## src/rtl/adcif_pkg.sv

```systemverilog
`timescale 1ns/1ps
package adcif_pkg;

  // Strobes from the sequencer to the datapath
  typedef struct packed {
    logic startStb;      // latch channel address, conversion begins
    logic addrFromHist;  // take the address held during the previous cycle
    logic sampleStb;     // hold the channel sample and coarse nibble
    logic fineStb;       // resolve fine nibble from residue
    logic doneStb;       // publish result
  } convStrobes_t;

  typedef enum logic {
    ST_IDLE = 1'b0,
    ST_CONV = 1'b1
  } convState_e;

endpackage

```

## src/rtl/adcif_ctrl.sv

```systemverilog
`timescale 1ns/1ps
module adcif_ctrl
  import adcif_pkg::*;
#(
  parameter int CONV_CYC   = 100,
  parameter int SAMPLE_CYC = 50
) (
  input  logic         clk,
  input  logic         rstN,
  input  logic         pipeMode,
  input  logic         csN,
  input  logic         rdN,
  output convStrobes_t strb,
  output logic         dataOe,
  output logic         intN,
  output logic         rdyPullLow,
  output logic         busyErr
);

  localparam int CNT_W     = $clog2(CONV_CYC);
  localparam int SAMPLE_AT = SAMPLE_CYC - 1;
  localparam int FINE_AT   = CONV_CYC - 2;
  localparam int LAST_AT   = CONV_CYC - 1;

  logic csQ, rdQ;
  logic readAct, readQ, readRise, readEnd;
  logic csFall, csRise, rdRise;
  logic busy, startReq;
  logic ignoreQ, freshQ, intQ, rdyQ, errQ;
  convState_e stateQ;
  logic [CNT_W-1:0] cntQ;

  // strobe history for edge detection
  always_ff @(posedge clk or negedge rstN) begin
    if (!rstN) begin
      csQ <= 1'b1;
      rdQ <= 1'b1;
    end else begin
      csQ <= csN;
      rdQ <= rdN;
    end
  end

  assign readAct  = !csN && !rdN;
  assign readQ    = !csQ && !rdQ;
  assign readRise = readAct && !readQ;
  assign readEnd  = !readAct && readQ;
  assign csFall   = !csN && csQ;
  assign csRise   = csN && !csQ;
  assign rdRise   = rdN && !rdQ;

  assign busy     = (stateQ == ST_CONV);
  assign startReq = pipeMode ? (readEnd && !ignoreQ) : readRise;

  always_comb begin
    strb              = '0;
    strb.startStb     = !busy && startReq;
    strb.addrFromHist = pipeMode;
    strb.sampleStb    = busy && (cntQ == CNT_W'(SAMPLE_AT));
    strb.fineStb      = busy && (cntQ == CNT_W'(FINE_AT));
    strb.doneStb      = busy && (cntQ == CNT_W'(LAST_AT));
  end

  // conversion sequencer
  always_ff @(posedge clk or negedge rstN) begin
    if (!rstN) begin
      stateQ <= ST_IDLE;
      cntQ   <= '0;
    end else if (strb.startStb) begin
      stateQ <= ST_CONV;
      cntQ   <= '0;
    end else if (busy) begin
      if (strb.doneStb) begin
        stateQ <= ST_IDLE;
        cntQ   <= '0;
      end else begin
        cntQ <= cntQ + CNT_W'(1);
      end
    end
  end

  // refused reads, bus ownership, status lines
  always_ff @(posedge clk or negedge rstN) begin
    if (!rstN) begin
      ignoreQ <= 1'b0;
      freshQ  <= 1'b0;
      intQ    <= 1'b0;
      rdyQ    <= 1'b0;
      errQ    <= 1'b0;
    end else begin
      if (readRise && busy)  ignoreQ <= 1'b1;
      else if (readEnd)      ignoreQ <= 1'b0;

      if (!readAct)          freshQ <= 1'b0;
      else if (strb.doneStb && !pipeMode && !ignoreQ && !readRise)
                             freshQ <= 1'b1;

      if (strb.doneStb)          intQ <= 1'b1;
      else if (csRise || rdRise) intQ <= 1'b0;

      if (pipeMode || strb.doneStb || csRise) rdyQ <= 1'b0;
      else if (csFall)                        rdyQ <= 1'b1;

      errQ <= readRise && busy;
    end
  end

  assign dataOe     = readAct && (pipeMode || freshQ);
  assign intN       = !intQ;
  assign rdyPullLow = rdyQ;
  assign busyErr    = errQ;

  // no drive of the bus in stalling mode while converting
  assert_bus_quiet_R3: assert property (@(posedge clk) disable iff (!rstN)
    (!pipeMode && busy) |-> !dataOe);

  // ready is only released by completion or deselection
  assert_rdy_release_R4: assert property (@(posedge clk) disable iff (!rstN)
    $fell(rdyPullLow) |-> $past(strb.doneStb || csN || pipeMode));

  // interrupt only asserts on a completed conversion
  assert_int_on_done_R5: assert property (@(posedge clk) disable iff (!rstN)
    $fell(intN) |-> $past(strb.doneStb));

  // pipelined conversions start only on the end of a read
  assert_pipe_start_R7: assert property (@(posedge clk) disable iff (!rstN)
    (pipeMode && $rose(busy)) |-> $past(readEnd));

  // error flag only follows a busy cycle
  assert_err_busy_R10: assert property (@(posedge clk) disable iff (!rstN)
    busyErr |-> $past(busy));

endmodule

```

## src/rtl/adcif_datapath.sv

```systemverilog
`timescale 1ns/1ps
module adcif_datapath
  import adcif_pkg::*;
#(
  parameter int NCH    = 8,
  parameter int DATA_W = 8
) (
  input  logic                         clk,
  input  logic                         rstN,
  input  convStrobes_t                 strb,
  input  logic [$clog2(NCH)-1:0]       chanAddr,
  input  logic [NCH-1:0][DATA_W-1:0]   ainBus,
  output logic [DATA_W-1:0]            dataOut
);

  localparam int ADDR_W   = $clog2(NCH);
  localparam int COARSE_W = DATA_W / 2;
  localparam int FINE_W   = DATA_W - COARSE_W;

  logic [ADDR_W-1:0]   addrHistQ, addrLatQ;
  logic [NCH-1:0]      chanHit;
  logic [DATA_W-1:0]   selSample, heldSample, coarseScaled, residue, resultQ;
  logic [COARSE_W-1:0] coarseQ;
  logic [FINE_W-1:0]   fineQ;

  // address history and latch
  always_ff @(posedge clk or negedge rstN) begin
    if (!rstN) begin
      addrHistQ <= '0;
      addrLatQ  <= '0;
    end else begin
      addrHistQ <= chanAddr;
      if (strb.startStb)
        addrLatQ <= strb.addrFromHist ? addrHistQ : chanAddr;
    end
  end

  // channel selection
  for (genvar g = 0; g < NCH; g++) begin : gChanDecode
    assign chanHit[g] = (addrLatQ == ADDR_W'(g));
  end

  always_comb begin
    selSample = '0;
    for (int i = 0; i < NCH; i++)
      if (chanHit[i]) selSample |= ainBus[i];
  end

  // two-step resolution
  assign coarseScaled = {coarseQ, {FINE_W{1'b0}}};
  assign residue      = heldSample - coarseScaled;

  always_ff @(posedge clk or negedge rstN) begin
    if (!rstN) begin
      heldSample <= '0;
      coarseQ    <= '0;
      fineQ      <= '0;
      resultQ    <= '0;
    end else begin
      if (strb.sampleStb) begin
        heldSample <= selSample;
        coarseQ    <= selSample[DATA_W-1 -: COARSE_W];
      end
      if (strb.fineStb)
        fineQ <= residue[FINE_W-1:0];
      if (strb.doneStb)
        resultQ <= {coarseQ, fineQ};
    end
  end

  assign dataOut = resultQ;

  // the two nibbles together reproduce the held sample
  assert_two_step_R9: assert property (@(posedge clk) disable iff (!rstN)
    strb.doneStb |=> (dataOut == $past(heldSample)));

endmodule

```

## src/rtl/halfflash_bus_ctrl.sv

```systemverilog
`timescale 1ns/1ps
module halfflash_bus_ctrl
  import adcif_pkg::*;
#(
  parameter int NCH        = 8,
  parameter int DATA_W     = 8,
  parameter int CONV_CYC   = 100,
  parameter int SAMPLE_CYC = 50
) (
  input  logic                       clk,
  input  logic                       rstN,
  input  logic                       pipeMode,
  input  logic                       csN,
  input  logic                       rdN,
  input  logic [$clog2(NCH)-1:0]     chanAddr,
  input  logic [NCH-1:0][DATA_W-1:0] ainBus,
  output logic [DATA_W-1:0]          dataOut,
  output logic                       dataOe,
  output logic                       intN,
  output logic                       rdyPullLow,
  output logic                       busyErr
);

  convStrobes_t strb;

  adcif_ctrl #(
    .CONV_CYC  (CONV_CYC),
    .SAMPLE_CYC(SAMPLE_CYC)
  ) i_ctrl (
    .clk       (clk),
    .rstN      (rstN),
    .pipeMode  (pipeMode),
    .csN       (csN),
    .rdN       (rdN),
    .strb      (strb),
    .dataOe    (dataOe),
    .intN      (intN),
    .rdyPullLow(rdyPullLow),
    .busyErr   (busyErr)
  );

  adcif_datapath #(
    .NCH   (NCH),
    .DATA_W(DATA_W)
  ) i_datapath (
    .clk     (clk),
    .rstN    (rstN),
    .strb    (strb),
    .chanAddr(chanAddr),
    .ainBus  (ainBus),
    .dataOut (dataOut)
  );

endmodule

```

## config.mk

```make
export PLATFORM = sky130hd
export DESIGN_NAME = halfflash_bus_ctrl
export DESIGN_NICKNAME = d
export VERILOG_FILES = /design/src/rtl/adcif_pkg.sv /design/src/rtl/adcif_ctrl.sv /design/src/rtl/adcif_datapath.sv /design/src/rtl/halfflash_bus_ctrl.sv
export SDC_FILE = /design/constraint.sdc
export NUM_CORES = 1
export LEC_CHECK = 0
export ABC_AREA = 1
export BUFFER_PORTS_ARGS = -buffer_cell sky130_fd_sc_hd__buf_4
export CAP_MARGIN = 20
export CORE_ASPECT_RATIO = 2
export CORE_MARGIN = 2
export CORE_UTILIZATION = 50
export CTS_BUF_LIST = sky130_fd_sc_hd__clkbuf_8
export CTS_CLUSTER_SIZE = 20
export DETAILED_ROUTE_END_ITERATION = 10
export PLACE_DENSITY = 0.79
export SLEW_MARGIN = 0
export SYNTH_ARGS = -nofsm -noshare
export SYNTH_HDL_FRONTEND = slang
export SYNTH_HIERARCHICAL = 1
export SYNTH_SLANG_ARGS = --single-unit
```

## constraint.sdc

```tcl
create_clock -name clk -period 3.3 [get_ports clk]
set_input_delay 0.165 -clock clk [delete_from_list [all_inputs] [get_ports clk]]
set_output_delay 0.165 -clock clk [all_outputs]
set_load 0.02 [all_outputs]
```

==> results.md, run 1 <==
* # DRC at 0
* Layout cell share with drive strength beyond 1 at 0.293
* Final Cycle Share at 0.614
* WP data required at 3500 ps
* Synth Area in XOR/XNOR at 0
* Maximum clock rate at 493 MHz
* Post-synthesis sequential area ratio at 0.400
* Starting Density at 0.510
* All-Layer GR Usage at 0.248
* First DRT Iteration DRCs at 107
* Pin count of the biggest net entering global routing at 42
* Worst path bufs/invs at 1
* Setup TNS at 0 ps
* Final hold vios at 0
* Most frequent cells in the layout: buf_4 (85), nand2_1 (82), nand4_1 (49)
* First-pass GRT wire length at 10700 um
* CP cell instances: inv_4 > nand4_1 > nand2_1 > nor2_1 > nand2_1 > nand2_1 > nand2_1
* Htree depth at 2
* Arrival time at the worst endpoint at 2230 ps
* Placed cell areas at 0.00312 sq mm
* CP max-delay cell: dfrtp_1
* CTS Buffer Depth at 2
* Pleak at 1.75 nW
* Post CTS Setup Buffer Count at 0
* Unrepaired setup endpoints after global routing: false
* Sw Ratio at 0.256
* Crit-path max FO at 33
* Mean Syn Cell Area at 7.80 sq um
* Die W at 54.7 um
* Vias per cell at 5.57
* CP dominant cell by count: nand2_1
* CTS tree: yes
* Gate power share at 0.163
* Worst setup EP type: flop
* Type of the worst min-delay path: in2reg
* Max-cap violations at 0
* Min cycle time layout at 2030 ps
* # nets final at 483
* Slew Viols, Final at 0
* Core area at 0.00505 sq mm
* Later-pin clock latency in the skew report at 300 ps
* # diodes at 0
* Startpoint class of the critical path: flop
* Synth cell types at 29
* CTS sink cnt at 41
* Fraction of the mapped netlist area in simple logic gates at 0.396
* Post-route cell area at 0.00332 sq mm
* Slowest cell delay on critical path at 1010 ps
* Top cell type's share of synthesized area at 0.379
* Max-Slew Margin vs Limit at 0.329
* P&R area growth vs syn at 29.0%
* Proportion of synthesized area in mux cells at 0.0175
* Setup CP Type: reg2reg
* Post-Synth Adder-Cell Area at 0.0146
* Worst-path clk slew at 90 ps
* Main combinational cell family by area after synthesis: simple AND/OR/NAND/NOR gates
* Routed wire length at 6760 um
* Main synth FF type: dfrtp_1
* Clock power share at 0.366
* Remaining Overflow, GRT at 0
* Synthesized cell area at 0.00257 sq mm
* # rows at 37
* Avg WL per Cell at 14.5 um
* Ys Warns at 6
* Min Hold Slack at 77.8 ps
* Skew final at 11.6 ps
* Dpl cells at 452
* Most common cell after layout, fill and taps aside: buf_4
* Post-synth EDFFs at 0
* Worst slew pin tran at 1010 ps
* Initial antenna violation count at 0
* GP Congestion at 0.866
* CP top delay family: flip-flops
* Internal Power at 0.827 mW
* Status: finished, final reports clean
* P_sw at 0.285 mW
* DPL Wire Length at 4850 um
* Post-synth top area cell: dfrtp_1
* CTS root buf: clkbuf_8
* Register bit total from synthesis at 41
* Final non-filler cell total at 467
* Pwr dens at 335 mW/mm^2
* I/O Pins at 84
* Finish-stage setup viols at 0
* Synth Area in Compound Gates at 0.0661
* Die area at 0.00577 sq mm
* Syn Inst Count at 330
* ANT nets after route at 0
* Drt pass-1 iters at 4
* Filler Cell Count at 435
* Top cells by area, synth: dfrtp_1 (38%), nand2_1 (12%), nand4_1 (12%)
* Peak supply drop at 0.465 mV
* Async SR Flop Fraction at 1.00
* Die height at 105 um
* Via Count at 2603
* Sequential fraction of design power at 0.470
* Post-Syn Nets at 405
* CTS Buf Count at 5
* Vias in the first global route at 2442
* Number of I/O port buffers at 83
* CTS resizes at 0
==> synth_stat cells (2+ instances only) <==
cell type	n
o21ai_1	3
o21ai_2	2
inv_1	22
nand3_2	3
ha_1	3
nand2_1	82
inv_4	3
buf_6	4
nor2_1	32
buf_4	11
mux2_2	4
nand2_2	4
buf_2	5
nand4_1	49
a21oi_1	10
dfstp_2	2
nor2_8	2
nor4_1	2
o22ai_1	3
o21ai_0	12
nand3_1	26
dfrtp_1	39
==> metrics by stage <==
stage          setup slack (ps)   util  total power, mW
2_1_floorplan              1730      -            0.619
3_3_place_gp               1310  0.617            0.698
3_5_place_dp               1280  0.617            0.702
4_1_cts                    1270  0.652             1.11
5_1_grt                    1110  0.658             1.16
6_report                   1270  0.658             1.11
==> registers in the layout, summed over array words and instances, names as in the netlist <==
register	count
i_ctrl/busy	1
i_ctrl/busyErr	1
i_ctrl/cntQ	7
i_ctrl/csQ	1
i_ctrl/freshQ	1
i_ctrl/ignoreQ	1
i_ctrl/intQ	1
i_ctrl/rdQ	1
i_ctrl/rdyPullLow	1
i_datapath/addrHistQ	3
i_datapath/addrLatQ	3
i_datapath/coarseQ	4
i_datapath/dataOut	8
i_datapath/fineQ	4
i_datapath/heldSample	4
==> per-layer routing <==
metal,track usage,up-vias,wire length [um]
met5,0,-,0
met4,0.0964,0,179
met3,0.0453,21,431
met2,0.413,106,3490
met1,0.301,1194,2660
li1,-,1282,-
==> worst paths after layout <==
kind | start | to | slack (ps) | depth (start not counted)
worst max-delay path | i_datapath/addrLatQ[2] | i_datapath/heldSample[0] | 1270 | 7
worst min-delay path | pipeMode | i_ctrl/rdyPullLow | 80 | 2
worst max register to register | i_datapath/addrLatQ[2] | i_datapath/heldSample[0] | 1270 | 7
worst min register to register | i_datapath/coarseQ[3] | i_datapath/coarseQ[3] | 490 | 2
max in group asynchronous | rstN | i_ctrl/rdQ | 2550 | 2
min in group asynchronous | rstN | i_datapath/dataOut[2] | 370 | 2
==> timing repair <==
action | CTS | global route
setup endpoints to repair | 0 | 0
hold buffers | 6 | 0
hold endpoints to repair | 44 | 0
==> layout make-up <==
class / count / area [sq um] / area share
Clock inverter: 3 / 46.3 / 0.0140
Tap cell: 58 / 72.6 / 0.0219
Clock buffer: 5 / 68.8 / 0.0207
Multi-Input combinational cell: 242 / 1270 / 0.383
Sequential cell: 41 / 1030 / 0.310
Timing Repair Buffer: 92 / 726 / 0.219
Inverter: 26 / 105 / 0.0317
==> power by group through the flow <==
stage               combinational, mW  sequential [mW]  clock, mW
detailed placement              0.164            0.538          0
CTS                             0.171            0.528      0.416
finish                          0.182            0.523      0.407
floorplan                      0.0933            0.526          0
global route                    0.199            0.524      0.441
global placement                0.161            0.537          0
==> logic make-up (layout without fill, tap and decap cells) <==
logic type / after synthesis / count (layout)
buffers and inverters: 47 / 126
multiplexers: 4 / 4
AO/OA/AOI/OAI: 31 / 31
adder cells (fa/ha/maj): 3 / 3
AND/OR/NAND/NOR: 204 / 204
flip-flops: 41 / 41
Power figures use the tool's default switching activity.
==> run 2: changes to the inputs <==
--- a/config.mk
+++ b/config.mk
@@ -5,7 +5,7 @@
 export SDC_FILE = /design/constraint.sdc
 export NUM_CORES = 1
 export LEC_CHECK = 0
-export ABC_AREA = 1
+export ABC_AREA = 0
 export BUFFER_PORTS_ARGS = -buffer_cell sky130_fd_sc_hd__buf_4
 export CAP_MARGIN = 20
 export CORE_ASPECT_RATIO = 2
@@ -14,7 +14,7 @@
 export CTS_BUF_LIST = sky130_fd_sc_hd__clkbuf_8
 export CTS_CLUSTER_SIZE = 20
 export DETAILED_ROUTE_END_ITERATION = 10
-export PLACE_DENSITY = 0.79
+export PLACE_DENSITY = 0.81
 export SLEW_MARGIN = 0
 export SYNTH_ARGS = -nofsm -noshare
 export SYNTH_HDL_FRONTEND = slang
==> constraint.sdc (replaced) <==
create_clock -name clk -period 2.12 [get_ports clk]
set_input_delay 0.106 -clock clk [delete_from_list [all_inputs] [get_ports clk]]
set_output_delay 0.106 -clock clk [all_outputs]
set_load 0.02 [all_outputs]
==> run 2 against run 1 <==
Synthesized cell count fell by 32%. Wire length fell by 18%. Largest power group is now combinational logic. Clock skew fell by 6.8 ps. Via count fell by 20%. Count of clock-buffer cells in the layout rose by 1.
==> results.md, run 2 <==
* R2R Path End: i_ctrl/freshQ
* Top cells by area, synth: dfrtp_1 (42%), mux2i_1 (5.2%), a22oi_1 (4.5%)
* All-Layer GR Usage at 0.229
* Remaining Overflow, GRT at 0
* Arrival time at the worst endpoint at 2100 ps
* Proportion of synthesized area in mux cells at 0.115
* Setup TNS at 0 ps
* Fraction of the mapped netlist area in simple logic gates at 0.214
* Hold Startpoint: pipeMode
* Htree depth at 2
* Via Count at 2092
* Synthesized cell area at 0.00231 sq mm
* First DRT Iteration DRCs at 65
* Main synth FF type: dfrtp_1
* Worst slew pin tran at 761 ps
* Hold Path Depth at 2
* Post-synthesis sequential area ratio at 0.444
* Max reg flops at 8
* Top-count cell post-synth: dfrtp_1
* Core area at 0.00451 sq mm
* Maximum clock rate at 529 MHz
* Type of the worst min-delay path: in2reg
* Status: finished, final reports clean
* Starting Density at 0.513
* Worst Hold Path EP: i_ctrl/rdyPullLow
* Avg WL per Cell at 15.1 um
* ANT nets after route at 0
* Final Cycle Share at 0.892
* Later-pin clock latency in the skew report at 290 ps
* I/O Pins at 84
* Wire length on met2 at 2760 um
* R2R setup slack at 230 ps
* GP Congestion at 0.807
* Peak supply drop at 0.964 mV
* P&R area growth vs syn at 36.4%
* Mean Syn Cell Area at 10.2 sq um
* Synth cell types at 49
* Min cycle time layout at 1890 ps
* DR WL met3 at 404 um
* WP data required at 2320 ps
* Most common cell after layout, fill and taps aside: buf_4
* Ys Warns at 6
* Slew Viols, Final at 0
* Pwr dens at 977 mW/mm^2
* Synth Area in Compound Gates at 0.162
* CTS Buffer Depth at 2
* Vias per cell at 5.67
* Routed wire length at 5570 um
* Worst setup EP type: flop
* Pleak at 1.50 nW
* Final hold vios at 0
* Post-synth EDFFs at 0
* Post-synth top area cell: dfrtp_1
* # DRC at 0
* Initial antenna violation count at 0
* DPL Wire Length at 4110 um
* Drt pass-1 iters at 4
* Max-cap violations at 0
* DR top layer: met4
* Unrepaired setup endpoints after global routing: false
* R2r startpoint: i_ctrl/cntQ[0]
* Die height at 100 um
* # diodes at 0
* Number of I/O port buffers at 83
* Pin count of the biggest net entering global routing at 42
* CTS sink cnt at 41
* First-pass GRT wire length at 9210 um
* Register bit total from synthesis at 41
* CTS tree: yes
* Main combinational cell family by area after synthesis: simple AND/OR/NAND/NOR gates
* CTS Buf Count at 5
* Vias in the first global route at 2017
* Post-Syn Nets at 301
* Post CTS Setup Buffer Count at 0
* Die W at 52.1 um
* Syn Inst Count at 226
* Layout cell share with drive strength beyond 1 at 0.379
* Post-Route M1 WL at 2320 um
* Die area at 0.00522 sq mm
* Most frequent cells in the layout: buf_4 (91), dfrtp_1 (39), nand2_1 (22)
* CTS root buf: clkbuf_8
* Async SR Flop Fraction at 1.00
* Overall power at 3.09 mW
* R2R cell count at 6
* Top cell type's share of synthesized area at 0.422
* Startpoint class of the critical path: flop
* # nets final at 388
* # rows at 35
* Post-synth top cells: dfrtp_1 (39), nand2_1 (22), a22oi_1 (14)
* Post-Synth Adder-Cell Area at 0.0162
* Finish-stage setup viols at 0
* Max-Slew Margin vs Limit at 0.492
* Worst-path clk slew at 80 ps
* Setup CP Type: reg2reg
* Skew final at 4.79 ps
* Synth Area in XOR/XNOR at 0.00378
* Crit-path max FO at 9
-- run 2: per-stage QoR --
stage,instance area [sq um],setup slack [ps],hold WS (ps),utilization,instances
final,3160,228,59.9,0.700,369
after global routing,3160,74.1,55.5,0.700,369
after CTS,3150,207,50.0,0.698,368
after detailed placement,2970,244,117,0.659,354
after global placement,2970,272,110,0.659,354
after floorplan,2310,124,-190,-,226
-- run 2: how the worst max path moves through the flow --
stage	start	end	slack [ps]	cells past startpoint
floorplan	i_ctrl/cntQ[2]	i_datapath/heldSample[1]	120	7
global placement	i_ctrl/cntQ[3]	i_ctrl/freshQ	270	5
detailed placement	i_ctrl/cntQ[4]	i_ctrl/freshQ	240	5
CTS	i_datapath/addrLatQ[1]	i_datapath/heldSample[3]	210	4
global route	i_ctrl/cntQ[0]	i_ctrl/freshQ	70	6
finish	i_ctrl/cntQ[0]	i_ctrl/freshQ	230	6
-- run 2: critical path, stage by stage, from the launching register on --
cell and delay (ps):
dfrtp_1 420, ha_1 290, nand2_1 140, nor3b_4 510, buf_4 220, a31oi_1 80, nor3_1 140
-- run 2: area by class of cell --
| type | count | area, sq um |
|---|---|---|
| clock buffers | 6 | 82.6 |
| inverters | 3 | 11.3 |
| well taps | 55 | 68.8 |
| flip-flops and latches | 41 | 1030 |
| repair buffers | 97 | 743 |
| multi-input cells | 165 | 1190 |
| fillers | 325 | 1350 |
| clock inverters | 2 | 33.8 |
-- run 2: layer usage --
metal  track usage  vias to the layer above
met5             0                        -
met4        0.0749                        0
met3        0.0417                        8
met2         0.363                      101
met1         0.312                      981
li1              -                     1002
-- run 2: report_power, final --
group / switching (mW) / total [mW] / internal (mW) / leakage (nW)
registers: 0.173 / 1.15 / 0.978 / 0.525
logic: 0.660 / 1.30 / 0.639 / 0.916
clock network: 0.255 / 0.634 / 0.379 / 0.0626
-- run 2: logic make-up after synthesis --
kind of cell	after synthesis
and+or+nand+nor	86
AOI/OAI and AO/OA	50
DFF	41
muxes	25
buffers and inverters	20
adders and majority gates	3
xor gates and xnor gates	1
-- run 2: repair_timing --
item,4_1_cts,5_1_grt
hold endpoints to repair,44,0
setup endpoints to repair,0,0
hold buffers,6,0
resized for setup,0,0
==> run 3: changes to the inputs <==
--- a/config.mk
+++ b/config.mk
@@ -14,6 +14,7 @@
 export CTS_BUF_LIST = sky130_fd_sc_hd__clkbuf_8
 export CTS_CLUSTER_SIZE = 20
 export DETAILED_ROUTE_END_ITERATION = 10
+export MAX_ROUTING_LAYER = met4
 export PLACE_DENSITY = 0.81
 export SLEW_MARGIN = 0
 export SYNTH_ARGS = -nofsm -noshare
==> run 3 against run 2 <==
Wire length shrank 0.23%. Setup slack worse by 6.1 ps. Clock power hardly changed. Global-route usage up 0.64 points. Die area unchanged. Non-clock buffer count did not move. Cell count unchanged. Cell area is the same. Fmax down 0.32%. Critical path type unchanged. Clock skew is 1.4 ps higher.
==> results.md, run 3 (synthesized netlist as in run 2, its figures left out) <==
* Status: finished, final reports clean
* Global route hottest layer: met2
* Worst-path clk slew at 80 ps
* Vias in the first global route at 2017
* Die area at 0.00522 sq mm
* I/O Pins at 84
* Grt met2 use at 0.363
* CP cell instances: ha_1 > nand2_1 > nor3b_4 > buf_4 > a31oi_1 > nor3_1
* Pleak at 1.50 nW
* Later-pin clock latency in the skew report at 290 ps
* # DRC at 0
* Met3 global-route usage at 0.0417
* Worst setup EP type: flop
* Unrepaired setup endpoints after global routing: false
* First-pass GRT wire length at 9200 um
* P&R area growth vs syn at 36.4%
* Arrival time at the worst endpoint at 2100 ps
* Layout cell share with drive strength beyond 1 at 0.379
* Gate power share at 0.422
* CP max-delay cell: nor3b_4
* Min Hold Slack at 60.7 ps
* Max-Slew Margin vs Limit at 0.485
* CTS resizes at 0
* DPL Wire Length at 4110 um
* First DRT Iteration DRCs at 71
* Startpoint class of the critical path: flop
* Area occupied by multi-input gates at 0.00119 sq mm
* Drt pass-1 iters at 4
* Worst slew pin tran at 770 ps
* Slew Viols, Final at 0
* Crit-path max FO at 9
* Most frequent cells in the layout: buf_4 (91), dfrtp_1 (39), nand2_1 (22)
* Type of the worst min-delay path: in2reg
* Starting Density at 0.513
* Avg WL per Cell at 15.1 um
* Clock power share at 0.205
* Initial antenna violation count at 0
* Hold buffers post-CTS at 6
* # diodes at 0
* Die height at 100 um
* Internal Power at 2.00 mW
* Maximum clock rate at 527 MHz
* Finish-stage setup viols at 0
* Sequential fraction of design power at 0.373
* Vias per cell at 5.62
* CP top delay family: simple AND/OR/NAND/NOR gates
* CTS tree: yes
* Slowest cell delay on critical path at 520 ps
* Most common cell after layout, fill and taps aside: buf_4
* Placed cell areas at 0.00297 sq mm
* Max-cap violations at 0
* FF/Latch Area at 0.00103 sq mm
* ANT nets after route at 0
* Post CTS Setup Buffer Count at 0
* Final Cycle Share at 0.895
* Pwr dens at 977 mW/mm^2
* Remaining Overflow, GRT at 0
* Post-route cell area at 0.00316 sq mm
* Max reg flops at 8
* Setup CP Type: reg2reg
* Dpl cells at 354
* CTS sink cnt at 41
* Routed wire length at 5560 um
* CTS root buf: clkbuf_8
* Setup TNS at 0 ps
* WP data required at 2320 ps
* Core area at 0.00451 sq mm
* All-Layer GR Usage at 0.235
* # rows at 35
* Worst path bufs/invs at 1
* Min cycle time layout at 1900 ps
* Number of I/O port buffers at 83
* Met1 usage at 0.312
* P_sw at 1.09 mW
* # nets final at 388
* Filler Cell Count at 325
* Peak supply drop at 0.961 mV
* CTS Buffer Depth at 2
* CTS Buf Count at 5
* Htree depth at 2
* Final non-filler cell total at 369
* Via Count at 2074
* GP Congestion at 0.819
* Pin count of the biggest net entering global routing at 42
* Skew final at 6.15 ps
* Final hold vios at 0
* Die W at 52.1 um
* Sw Ratio at 0.353
## run 3: cell counts in the layout (fill, tap and decap cells not counted)
Identical to the previous run, type by type.
## run 3: area by class of cell
cell class                 instances  share of cell area
clock buffer                       6              0.0262
clock inverter                     2              0.0107
inverter                           3             0.00357
sequential                        41               0.326
tap                               55              0.0218
timing repair buffer              97               0.235
multi-input combinational        165               0.377
## run 3: per-layer routing
metal,part of all wire,vias up
li1,-,1001
met1,0.42,966
met2,0.50,99
met3,0.074,8
met4,0.014,0
met5,0,-
## run 3: final timing paths
kind | from | endpoint | slack (ps) | cells after the start
setup / recovery | i_ctrl/cntQ[0] | i_ctrl/freshQ | 220 | 6
hold / removal | pipeMode | i_ctrl/rdyPullLow | 60 | 2
setup reg to reg | i_ctrl/cntQ[0] | i_ctrl/freshQ | 220 | 6
hold reg to reg | i_datapath/fineQ[3] | i_datapath/fineQ[3] | 480 | 1
max in group asynchronous | rstN | i_ctrl/rdQ | 1420 | 2
min in group asynchronous | rstN | i_datapath/dataOut[4] | 330 | 2
## run 3: power groups by stage
| stage | clock, mW | sequential, mW | combinational [mW] |
|---|---|---|---|
| after floorplan | 0 | 1.10 | 1.00 |
| after global placement | 0 | 1.15 | 1.23 |
| after detailed placement | 0 | 1.17 | 1.28 |
| after CTS | 0.650 | 1.15 | 1.29 |
| after global routing | 0.686 | 1.18 | 1.44 |
| final | 0.634 | 1.15 | 1.30 |
## run 3: per-stage QoR
stage | power, mW | setup slack, ps | util
finish | 3.08 | 222 | 0.700
global route | 3.31 | 74.1 | 0.700
global placement | 2.38 | 272 | 0.659
CTS | 3.09 | 207 | 0.698
floorplan | 2.11 | 124 | -
detailed placement | 2.44 | 244 | 0.659
